<file path="config.mk">
export PLATFORM = sky130hd
export DESIGN_NAME = mcpwm_core
export DESIGN_NICKNAME = d
export VERILOG_FILES = /design/src/rtl/mcpwm_pkg.sv /design/src/rtl/mcpwm_regs.sv /design/src/rtl/mcpwm_timebase.sv /design/src/rtl/mcpwm_deadband.sv /design/src/rtl/mcpwm_core.sv
export SDC_FILE = /design/constraint.sdc
export NUM_CORES = 1
export LEC_CHECK = 0
export BUFFER_PORTS_ARGS = -buffer_cell sky130_fd_sc_hd__buf_2
export CELL_PAD_IN_SITES_DETAIL_PLACEMENT = 0
export CELL_PAD_IN_SITES_GLOBAL_PLACEMENT = 1
export CORE_MARGIN = 2
export CORE_UTILIZATION = 55
export DETAILED_ROUTE_END_ITERATION = 8
export PLACE_DENSITY_LB_ADDON = 0.1
export REMOVE_ABC_BUFFERS = 1
export SKIP_CTS_REPAIR_TIMING = 1
export SLEW_MARGIN = 25
export SYNTH_ARGS = -nofsm -noshare
export SYNTH_HDL_FRONTEND = slang
export SYNTH_SLANG_ARGS = --single-unit
</file>
<file path="constraint.sdc">
create_clock -name clk -period 3.5 [get_ports clk]
set_input_delay 0.525 -clock clk [delete_from_list [all_inputs] [get_ports clk]]
set_output_delay 0.525 -clock clk [all_outputs]
set_load 0.02 [all_outputs]
</file>
<file path="src/rtl/mcpwm_pkg.sv">
package mcpwm_pkg;
    localparam int unsigned ADDR_W    = 4;
    localparam int unsigned ADR_CTRL  = 0;
    localparam int unsigned ADR_PER   = 1;
    localparam int unsigned ADR_DEAD  = 2;
    localparam int unsigned ADR_TRIG  = 3;
    localparam int unsigned ADR_DUTY0 = 4;

    localparam int unsigned CB_EN  = 0;
    localparam int unsigned CB_CTR = 1;
    localparam int unsigned CB_HIZ = 2;
    localparam int unsigned CB_CLR = 3;

    typedef struct packed {
        logic en;
        logic center;
        logic hiz;
    } ctrl_t;
endpackage

</file>
<file path="src/rtl/mcpwm_regs.sv">
module mcpwm_regs
    import mcpwm_pkg::*;
#(
    parameter int unsigned CH  = 4,
    parameter int unsigned W   = 16,
    parameter int unsigned DTW = 8
) (
    input  logic                   clk,
    input  logic                   rst_n,
    input  logic                   wr_en,
    input  logic [ADDR_W-1:0]      wr_addr,
    input  logic [W-1:0]           wr_data,
    input  logic                   upd,
    input  logic                   fault_in,
    output ctrl_t                  ctrl,
    output logic [W-1:0]           period,
    output logic [DTW-1:0]         dead,
    output logic [W-1:0]           cmp,
    output logic [CH-1:0][W-1:0]   duty_act,
    output logic                   flt
);
    typedef struct packed {
        ctrl_t                ctrl;
        logic [W-1:0]         per;
        logic [DTW-1:0]       dt;
        logic [W-1:0]         cmp;
        logic [CH-1:0][W-1:0] shd;
        logic [CH-1:0][W-1:0] act;
        logic                 flt;
    } regs_t;

    regs_t q, d;

    always_comb begin
        d = q;
        if (wr_en) begin
            case (wr_addr)
                ADDR_W'(ADR_CTRL): begin
                    d.ctrl.en     = wr_data[CB_EN];
                    d.ctrl.center = wr_data[CB_CTR];
                    d.ctrl.hiz    = wr_data[CB_HIZ];
                end
                ADDR_W'(ADR_PER):  d.per = wr_data;
                ADDR_W'(ADR_DEAD): d.dt  = wr_data[DTW-1:0];
                ADDR_W'(ADR_TRIG): d.cmp = wr_data;
                default: ;
            endcase
            for (int i = 0; i < int'(CH); i++) begin
                if (wr_addr == ADDR_W'(ADR_DUTY0 + i))
                    d.shd[i] = wr_data;
            end
        end
        // Shadow to active transfer: free while idle, else only at reload points
        if (!q.ctrl.en || upd)
            d.act = q.shd;
        // Fault latch: set wins over a clear request
        if (fault_in)
            d.flt = 1'b1;
        else if (wr_en && wr_addr == ADDR_W'(ADR_CTRL) && wr_data[CB_CLR])
            d.flt = 1'b0;
    end

    always_ff @(posedge clk or negedge rst_n) begin
        if (!rst_n) q <= '0;
        else        q <= d;
    end

    assign ctrl     = q.ctrl;
    assign period   = q.per;
    assign dead     = q.dt;
    assign cmp      = q.cmp;
    assign duty_act = q.act;
    assign flt      = q.flt;
endmodule

</file>
<file path="src/rtl/mcpwm_timebase.sv">
module mcpwm_timebase #(
    parameter int unsigned W = 16
) (
    input  logic         clk,
    input  logic         rst_n,
    input  logic         en,
    input  logic         center,
    input  logic [W-1:0] period,
    input  logic [W-1:0] cmp,
    output logic [W-1:0] cnt,
    output logic         upd,
    output logic         trig
);
    typedef struct packed {
        logic [W-1:0] cnt;
        logic         up;
        logic         trig;
    } tb_t;

    tb_t q, d;

    always_comb begin
        d      = q;
        d.trig = 1'b0;
        if (!en) begin
            d.cnt = '0;
            d.up  = 1'b1;
        end else begin
            d.trig = (q.cnt == cmp) && q.up;
            if (!center) begin
                d.up  = 1'b1;
                d.cnt = (q.cnt >= period) ? '0 : q.cnt + 1'b1;
            end else if (period == '0) begin
                d.cnt = '0;
                d.up  = 1'b1;
            end else if (q.up) begin
                if (q.cnt >= period) begin
                    d.up  = 1'b0;
                    d.cnt = period - 1'b1;
                end else begin
                    d.cnt = q.cnt + 1'b1;
                end
            end else begin
                if (q.cnt == '0) begin
                    d.up  = 1'b1;
                    d.cnt = {{(W-1){1'b0}}, 1'b1};
                end else begin
                    d.cnt = q.cnt - 1'b1;
                end
            end
        end
    end

    always_ff @(posedge clk or negedge rst_n) begin
        if (!rst_n) q <= '{cnt: '0, up: 1'b1, trig: 1'b0};
        else        q <= d;
    end

    // Reload points: top only (edge), top and bottom (center)
    assign upd  = en && (center ? ((q.up && q.cnt >= period) || (!q.up && q.cnt == '0))
                                : (q.cnt >= period));
    assign cnt  = q.cnt;
    assign trig = q.trig;
endmodule

</file>
<file path="src/rtl/mcpwm_deadband.sv">
module mcpwm_deadband #(
    parameter int unsigned W   = 16,
    parameter int unsigned DTW = 8
) (
    input  logic           clk,
    input  logic           rst_n,
    input  logic           en,
    input  logic [W-1:0]   cnt,
    input  logic [W-1:0]   duty,
    input  logic [DTW-1:0] dt,
    output logic           hi,
    output logic           lo
);
    typedef struct packed {
        logic           lvl;
        logic [DTW-1:0] dcnt;
    } db_t;

    db_t  q, d;
    logic raw;

    assign raw = (cnt < duty);

    always_comb begin
        d = q;
        if (!en) begin
            d = '0;
        end else if (raw != q.lvl) begin
            d.lvl  = raw;
            d.dcnt = dt;
        end else if (q.dcnt != '0) begin
            d.dcnt = q.dcnt - 1'b1;
        end
    end

    always_ff @(posedge clk or negedge rst_n) begin
        if (!rst_n) q <= '0;
        else        q <= d;
    end

    assign hi = en &&  q.lvl && (q.dcnt == '0);
    assign lo = en && !q.lvl && (q.dcnt == '0);
endmodule

</file>
<file path="src/rtl/mcpwm_core.sv">
module mcpwm_core
    import mcpwm_pkg::*;
#(
    parameter int unsigned CH  = 4,
    parameter int unsigned W   = 16,
    parameter int unsigned DTW = 8
) (
    input  logic              clk,
    input  logic              rst_n,
    input  logic              wr_en,
    input  logic [ADDR_W-1:0] wr_addr,
    input  logic [W-1:0]      wr_data,
    input  logic              fault_in,
    output logic [CH-1:0]     pwm_hi,
    output logic [CH-1:0]     pwm_lo,
    output logic              pwm_oe,
    output logic              adc_trig
);
    ctrl_t                ctrl;
    logic [W-1:0]         period;
    logic [DTW-1:0]       dead_cyc;
    logic [W-1:0]         cmp;
    logic [CH-1:0][W-1:0] duty_act;
    logic                 flt_lat;
    logic [W-1:0]         cnt;
    logic                 upd;
    logic [CH-1:0]        hi_v;
    logic [CH-1:0]        lo_v;
    logic                 run_en;
    logic                 hiz_sel;
    logic                 force_safe;

    mcpwm_regs #(.CH(CH), .W(W), .DTW(DTW)) u_regs (
        .clk(clk), .rst_n(rst_n), .wr_en(wr_en), .wr_addr(wr_addr),
        .wr_data(wr_data), .upd(upd), .fault_in(fault_in), .ctrl(ctrl),
        .period(period), .dead(dead_cyc), .cmp(cmp), .duty_act(duty_act),
        .flt(flt_lat)
    );

    assign run_en  = ctrl.en;
    assign hiz_sel = ctrl.hiz;

    mcpwm_timebase #(.W(W)) u_tb (
        .clk(clk), .rst_n(rst_n), .en(run_en), .center(ctrl.center),
        .period(period), .cmp(cmp), .cnt(cnt), .upd(upd), .trig(adc_trig)
    );

    for (genvar g = 0; g < CH; g++) begin : g_ch
        mcpwm_deadband #(.W(W), .DTW(DTW)) u_db (
            .clk(clk), .rst_n(rst_n), .en(run_en), .cnt(cnt),
            .duty(duty_act[g]), .dt(dead_cyc), .hi(hi_v[g]), .lo(lo_v[g])
        );
    end

    // Fault override acts in the same cycle as the input, then via the latch
    assign force_safe = fault_in || flt_lat;
    assign pwm_hi     = force_safe ? '0 : hi_v;
    assign pwm_lo     = force_safe ? '0 : lo_v;
    assign pwm_oe     = !(force_safe && hiz_sel);
endmodule

</file>
## Yosys cells after proc, flatten, opt, wreduce, memory -nomap -nowiden

Index checks and enable logic that the tools add are counted.

- Bits in registers: 226
- Input bits: 24
- Word-level logic and storage cells: 142

- Add/subtract/negate cells: 7
- Magnitude comparators: 5
- Equality and inequality tests: 20
- Muxes and demuxes: 31
- Reductions and logical operators: 53

Operators with widths:

| cell | count |
|---|---|
| 17-bit two-way mux | 4 |
| 16-bit < comparator | 4 |
| 8-bit two-way mux | 8 |
| 16-bit two-way mux | 3 |
| 9-bit two-way mux | 4 |
| 16-bit zero test | 2 |
| 8-bit zero test | 4 |
| 8-bit nonzero test | 4 |
| 16-bit by 1-bit subtractor with 16-bit output, second input constant | 2 |
| 8-bit by 1-bit subtractor with 8-bit output, second input constant | 4 |
| 1-bit logical AND | 23 |
| 16-bit by 1-bit adder with 16-bit output, second input constant | 1 |
| 16-bit == test | 1 |
| 4-bit by 3-bit == test with 1-bit output, second input constant | 4 |
| 16-bit greater-or-equal comparator | 1 |
| 2-bit AND reduction | 8 |
| 3-bit by 1-bit inequality test with 1-bit output, second input constant | 4 |
| 1-bit two-way mux | 10 |
| 4-bit by 2-bit == test with 1-bit output, second input constant | 2 |
| 4-bit two-way mux | 2 |
| 2-bit by 1-bit inequality test with 1-bit output, second input constant | 4 |
| 1-bit zero test | 7 |
| 4-bit by 1-bit == test with 1-bit output, second input constant | 1 |
| 4-bit zero test | 1 |
| other kinds (3) | 8 |

## Longest topological paths before layout

Gate-level depths: netlist (run 1).

- Depth in word-level cells: 6
- Mapped depth: 11
- Gate-level depth less buffers: 9

## Cells and area by module

From an unflattened synthesis (run 1), not the netlist that was laid out.

- Cell total of the unflattened synthesis: 1299
- Area, all modules: 14020.9 µm²

By module, submodules not included:

| module | times used | cells each | area an instance (µm²) |
|---|---|---|---|
| mcpwm_regs | 1 | 482 | 7368.3 |
| mcpwm_deadband | 4 | 124 | 1016.0 |
| mcpwm_timebase | 1 | 310 | 2461.1 |
| mcpwm_core | 1 | 11 | 127.6 |

## Worst setup path after synthesis (run 1)

Ideal clock, no wire load.

- Kind: reg2out
- From: reg g_ch[0].u_db.q[0] in the netlist's numbering
- To: out pwm_lo[0]
- Arrival time: 2.036 ns
- Data required time: 2.975 ns
- Slack: 0.939 ns
- Stages on the path, launching flop included: 7
- Path buffers: 0
- Cells stage by stage: dfrtp_1 inv_1 ha_1 or3b_2 nor3_1 nand2_1 nor2_1

- Cells in the longest elaborated chain, start to end: 3

Ends and longest elaborated chain:

| what | RTL line | source |
|---|---|---|
| from (decl) | mcpwm_deadband.sv:19 | `db_t q, d;` |
| from (signal assigned) | mcpwm_deadband.sv:37 | `if (!rst_n) q <= '0;` |
| from (signal assigned) | mcpwm_deadband.sv:38 | `else q <= d;` |
| 8-bit zero test | mcpwm_deadband.sv:42 | `assign lo = en && !q.lvl && (q.dcnt == '0);` |
| 1-bit logical AND | mcpwm_deadband.sv:42 |  |
| 4-bit two-way mux | mcpwm_core.sv:58 | `assign pwm_lo = force_safe ? '0 : lo_v;` |
| to (decl) | mcpwm_core.sv:15 | `output logic [CH-1:0] pwm_lo,` |

No other way between the ends.

## Worst setup path after layout (run 1)

Same ends and word-level chain as after synthesis.

==> results of run 1 <==
==> kinds of logic after synthesis <==
family | after synthesis | synth area share
AO/OA/AOI/OAI | 157 | 0.0788
XOR/XNOR | 68 | 0.0506
adder cells (fa/ha/maj) | 85 | 0.0831
buffers and inverters | 138 | 0.0454
flip-flops | 226 | 0.442
multiplexers | 204 | 0.194
AND/OR/NAND/NOR | 262 | 0.106
==> cells in the mapped netlist, types with 5 or more instances <==
cell type / instances / area share
nor3_1: 31 / 0.012
and3_1: 9 / 0.0044
inv_1: 97 / 0.028
xor2_1: 18 / 0.012
nor2b_1: 6 / 0.0029
nand3_1: 27 / 0.011
clkbuf_1: 25 / 0.0073
ha_1: 85 / 0.083
nand2_1: 69 / 0.020
a211oi_1: 15 / 0.0088
nand3b_1: 5 / 0.0029
buf_6: 7 / 0.0062
dfrtp_1: 225 / 0.44
mux2_2: 112 / 0.099
a21oi_1: 46 / 0.018
a21o_1: 8 / 0.0047
o21ai_0: 38 / 0.015
or3_1: 17 / 0.0083
nand2b_1: 6 / 0.0029
mux2i_1: 32 / 0.025
nand4_1: 16 / 0.0078
o21a_1: 6 / 0.0035
a31oi_1: 5 / 0.0024
buf_2: 9 / 0.0035
nor2_1: 43 / 0.013
xnor2_1: 46 / 0.031
mux2_4: 60 / 0.070
nor4_1: 5 / 0.0024
nor3b_1: 8 / 0.0047
==> sequential cells by signal, summed over array words and instances (netlist names) <==
register         count
u_regs.ctrl          3
u_regs.duty_act     64
u_tb.trig            1
u_regs.dead          8
u_tb.cnt            16
u_tb.q               1
u_regs.period       16
g_ch.u_db.q         36
u_regs.cmp          16
u_regs.flt           1
u_regs.q            64
==> power groups by stage <==
stage	combinational, mW	clock, mW	sequential (mW)
3_3_place_gp	3.69	0	3.96
3_5_place_dp	3.73	0	3.99
2_1_floorplan	2.84	0	3.85
6_report	3.72	2.75	3.96
4_1_cts	3.76	2.80	3.96
5_1_grt	4.17	2.90	4.07
==> layer usage <==
| metal | vias up | global-route usage | wire, um |
|---|---|---|---|
| met3 | 42 | 0.0343 | 1010 |
| met2 | 135 | 0.445 | 15100 |
| met5 | - | 0 | 0 |
| met1 | 4369 | 0.364 | 14100 |
| met4 | 0 | 0.0612 | 689 |
| li1 | 4139 | - | - |
==> metrics by stage <==
| stage | setup WS, ns | instances | util | hold WS, ns |
|---|---|---|---|---|
| finish | 0.373 | 1526 | 0.629 | -0.0129 |
| detailed placement | 0.580 | 1480 | 0.591 | 0.485 |
| global route | 0.210 | 1526 | 0.629 | 0.0431 |
| floorplan | -0.358 | 1099 | - | 0.229 |
| CTS | 0.334 | 1526 | 0.629 | 0.0206 |
| global placement | 0.604 | 1480 | 0.591 | 0.483 |
==> layout by cell type (no fill, tap or decap), types with 17 or more instances in the layout <==
master / count
dfrtp_1: 225
mux2_4: 60
clkbuf_16: 25
xnor2_1: 46
xor2_1: 18
nor2_1: 43
nand3_1: 27
buf_4: 32
inv_1: 97
a21oi_1: 46
mux2_2: 112
o21ai_0: 38
mux2i_1: 32
ha_1: 85
buf_2: 32
nor3_1: 31
nand2_1: 69
or3_1: 17
==> final timing paths <==
| kind | endpoint | cells after the start | slack [ns] |
|---|---|---|---|
| hold / removal | g_ch[1].u_db.q[3] | 1 | -0.01 |
| min in group clk | u_regs.flt | 2 | 0.21 |
| hold reg to reg | u_regs.duty_act[1] | 1 | 0.50 |
| max in group asynchronous | u_regs.duty_act[55] | 2 | 2.65 |
| setup reg to reg | u_regs.duty_act[4] | 8 | 0.56 |
| setup / recovery | pwm_lo[0] | 8 | 0.37 |
==> worst max-delay path, cell delays in order (launching register included) <==
cell and delay [ns]:
dfrtp_1 0.42, inv_1 0.07, ha_1 0.18, or3b_2 0.50, nor3_1 0.30, buf_4 0.21
nand2_1 0.06, nor2_1 0.15, buf_2 0.18
==> layout make-up <==
| cell class | instances | area (um^2) | area share |
|---|---|---|---|
| flip-flops and latches | 226 | 5660 | 0.395 |
| well taps | 313 | 392 | 0.0273 |
| multi-input cells | 776 | 6570 | 0.459 |
| clock buffers | 38 | 734 | 0.0513 |
| clock inverters | 8 | 134 | 0.00934 |
| repair buffers | 68 | 475 | 0.0332 |
| inverters | 97 | 364 | 0.0254 |
==> results_dict.tcl, run 1 <==
set metrics [dict create \
    status "finished, violations left" \
    violations "hold timing" \
    p_sw_mw 3.54 \
    die_h_um 157 \
    finalNetCount 1303 \
    drt_pass1_iterations 4 \
    wl_um 30900 \
    die_w_um 157 \
    required_ns 2.97 \
    arrival_ns 2.60 \
    synthFlopType "dfrtp_1" \
    cts.clk_slew.worst_paths_ns 0.06 \
    root_buffer "clkbuf_16" \
    gp_congestion 0.918 \
    start_util 0.562 \
    cts.sinks 226 \
    power_frac_clock 0.263 \
    syn_inst 1140 \
    p_total_mw 10.4 \
    reg2reg_from "u_tb.cnt[4]" \
    async_flop_share 1.00 \
    power.static_leakage_nw 6.84 \
    worstPathMaxFanout 7 \
    worstSkewPairLatency_ns 0.54 \
    power_frac_comb 0.357 \
    ant_nets 0 \
    area_growth_pct 11.9 \
    dpl_cell_area_mm2 0.0135 \
    viasPerCell 5.69 \
    p_sw_frac 0.339 \
    worstHoldPathType "input port to async pin" \
    ys_warn_count 0 \
    core_mm2 0.0228 \
    grt_max_degree 88 \
    io_pins 34 \
    clock_path_buffers 3 \
    end_kind "output port" \
    p_per_area_mw_per_mm2 728 \
    tightest_slew_ns 0.938 \
    antenna_found_initial 0 \
    min_period_ns 3.13 \
    post-route-period-util 0.893 \
    synth_area_mm2 0.0128 \
    num_vias 8685 \
    synth_edf_count 0 \
    htree_levels 1 \
    yosysSeqAreaShare 0.442 \
    diodes 0 \
    nFillCells 1855 \
    hpwl_um 22100 \
    first_global_vias 8928 \
    whs_ns -0.0129 \
    cts_buffers 25 \
    drc 0 \
    syn_avg_cell_area_um2 11.2 \
    die_area_mm2 0.0245 \
    maxSlewHeadroom 0.375 \
    synth_seq_cells 226 \
    maxSlewViolCount 0 \
    setup_viol 0 \
    drv_cap 0 \
    tns_ns 0 \
    cp-start-kind "register" \
    p_int_mw 6.89 \
    hold_violations 2 \
    grt_pass1_wl_um 49900 \
    cp-startpoint "g_ch[0].u_db.q[0]" \
    fin_area_mm2 0.0143 \
    rows 55 \
    cts_tree "yes" \
    port-buffer-count 33 \
    first_iter_violations 524 \
    max_clock_freq_ghz 0.320 \
    drive_above_1_share 0.246 \
    grt_use_total 0.264 \
    synthDistinctLibCells 64 \
    irDropWorstVdd_mv 0.495 \
    rsz0062_at_grt "false" \
    fin_skew_ns 0.0167 \
    seqPwrFrac 0.380 \
    grt_overflow 0 \
    critical_path_class "register to output port" \
    post_drt_wl_per_cell_um 20.3 \
]
Note: power is estimated with default switching activity, not from simulation.
==> run 2, diff against run 1 <==
--- a/config.mk
+++ b/config.mk
@@ -11,7 +11,8 @@
 export CORE_MARGIN = 2
 export CORE_UTILIZATION = 55
 export DETAILED_ROUTE_END_ITERATION = 8
-export PLACE_DENSITY_LB_ADDON = 0.1
+export MAX_ROUTING_LAYER = met4
+export PLACE_DENSITY = 0.95
 export REMOVE_ABC_BUFFERS = 1
 export SKIP_CTS_REPAIR_TIMING = 1
 export SLEW_MARGIN = 25
==> run 2 against run 1 <==
  * The flow now finishes without violations
  * Cell area is 0.77% lower
  * Global-route usage is 0.16 points higher
  * Worst setup slack better by 0.065 ns
  * Hold slack better by 0.036 ns
  * Wire length is 1.0% lower
  * Total power is 1.1% lower
  * Count of clock-buffer cells in the layout is 4 lower
  * Sequential cell count stayed put
  * Sequential power hardly changed
  * Register-to-register slack worse by 0.12 ns
  * Combinational power hardly changed
  * Critical path type is now register to register
  * Largest cell class unchanged
==> results_dict.tcl, run 2 (synthesis gave the netlist of run 1 again) <==
set metrics [dict create \
    arrival_ns 3.48 \
    drc 0 \
    final_cell_mix "dfrtp_1 (225), mux2_2 (112), inv_1 (97), ha_1 (85), nand2_1 (69)" \
    viasPerCell 5.89 \
    drv_cap 0 \
    cts.clk_slew.worst_paths_ns 0.07 \
    num_vias 8931 \
    post-route-period-util 0.875 \
    ant_nets 0 \
    fin_skew_ns 0.0162 \
    cts_tree "yes" \
    gp_congestion 0.946 \
    reg2reg_from "u_tb.cnt[0]" \
    start_util 0.562 \
    rsz0062_at_grt "false" \
    r2r-end "u_tb.cnt[14]" \
    max_clock_freq_ghz 0.327 \
    hpwl_um 21300 \
    end_kind "register" \
    p_per_area_mw_per_mm2 726 \
    maxSlewViolCount 0 \
    utilization 0.624 \
    maxSlewHeadroom 0.400 \
    tightest_slew_ns 0.899 \
    cts.sinks 226 \
    p_total_mw 10.3 \
    io_pins 34 \
    port-buffer-count 33 \
    nFillCells 1775 \
    min_period_ns 3.06 \
    post_drt_wl_per_cell_um 20.2 \
    first_iter_violations 775 \
    status "finished clean" \
    area_growth_pct 11.1 \
    dp.cells 1474 \
    core_mm2 0.0228 \
    hold_violations 0 \
    worstHoldPathType "input port to async pin" \
    grt_use_total 0.265 \
    dpl_cell_area_mm2 0.0134 \
    grt_pass1_wl_um 49200 \
    wl_um 30600 \
    cp-start-kind "register" \
    clock_path_buffers 3 \
    required_ns 3.91 \
    finalNetCount 1297 \
    place_ws_ns 0.545 \
    worstSkewPairLatency_ns 0.52 \
    die_w_um 157 \
    drive_above_1_share 0.243 \
    die_area_mm2 0.0245 \
    diodes 0 \
    stdcell_count 1517 \
    antenna_found_initial 0 \
    finalWorstSetupSlack_ns 0.438 \
    tns_ns 0 \
    root_buffer "clkbuf_16" \
    setup_viol 0 \
    irDropWorstVdd_mv 0.594 \
    drt_pass1_iterations 5 \
    grt_max_degree 98 \
    worstPathMaxFanout 10 \
    whs_ns 0.0232 \
    grt_overflow 0 \
    cts_buffers 25 \
    final_common_cell "dfrtp_1" \
    fin_area_mm2 0.0142 \
    die_h_um 157 \
    power.static_leakage_nw 6.77 \
    reg2reg_depth 9 \
    rows 55 \
    critical_path_class "register to register" \
    first_global_vias 9093 \
    rrSetupSlack_ns 0.44 \
    htree_levels 1 \
]
## run 2: layout make-up
| class | instances | area [um^2] | area share |
|---|---|---|---|
| Multi-Input combinational cell | 776 | 6570 | 0.462 |
| Sequential cell | 226 | 5660 | 0.398 |
| Clock buffer | 34 | 699 | 0.0492 |
| Timing Repair Buffer | 62 | 430 | 0.0303 |
| Tap cell | 313 | 392 | 0.0275 |
| Inverter | 97 | 364 | 0.0256 |
| Clock inverter | 9 | 104 | 0.00730 |
## run 2: how the worst max path moves through the flow
stage                      startpoint                   to  slack, ns  depth (start not counted)
after floorplan           u_tb.cnt[4]  u_regs.duty_act[15]      -0.36                          7
after global placement    u_tb.cnt[0]          u_tb.cnt[3]       0.53                          8
after detailed placement  u_tb.cnt[0]  u_regs.duty_act[31]       0.54                          9
after CTS                 u_tb.cnt[0]  u_regs.duty_act[47]       0.45                          9
after global routing      u_tb.cnt[0]         u_tb.cnt[14]       0.25                          9
final                     u_tb.cnt[0]         u_tb.cnt[14]       0.44                          9
## run 2: worst max-delay path, cell delays in order, from the launching register on
cell and delay [ns]:
dfrtp_1 0.56, inv_1 0.24, ha_1 0.33, nor2b_1 0.04, o21ai_0 0.28, a31oi_1 0.20, o21a_1 0.35, a21oi_1 0.51
nor2_1 0.13, a2111oi_2 0.29
## run 2: per-layer routing
| metal | routed length, um | global-route usage | vias to the layer above | share of wire |
|---|---|---|---|---|
| met3 | 1510 | 0.0321 | 50 | 0.049 |
| met1 | 13600 | 0.356 | 4496 | 0.44 |
| met5 | 0 | - | - | 0 |
| met2 | 14700 | 0.427 | 260 | 0.48 |
| met4 | 730 | 0.0773 | 0 | 0.024 |
| li1 | - | - | 4125 | - |
## run 2: report_power, final
group	switching, mW	total, mW	leakage [nW]	internal (mW)
clock	1.04	2.59	0.391	1.54
combinational	1.91	3.74	3.55	1.84
sequential	0.607	3.99	2.83	3.38
total	3.56	10.3	6.77	6.76
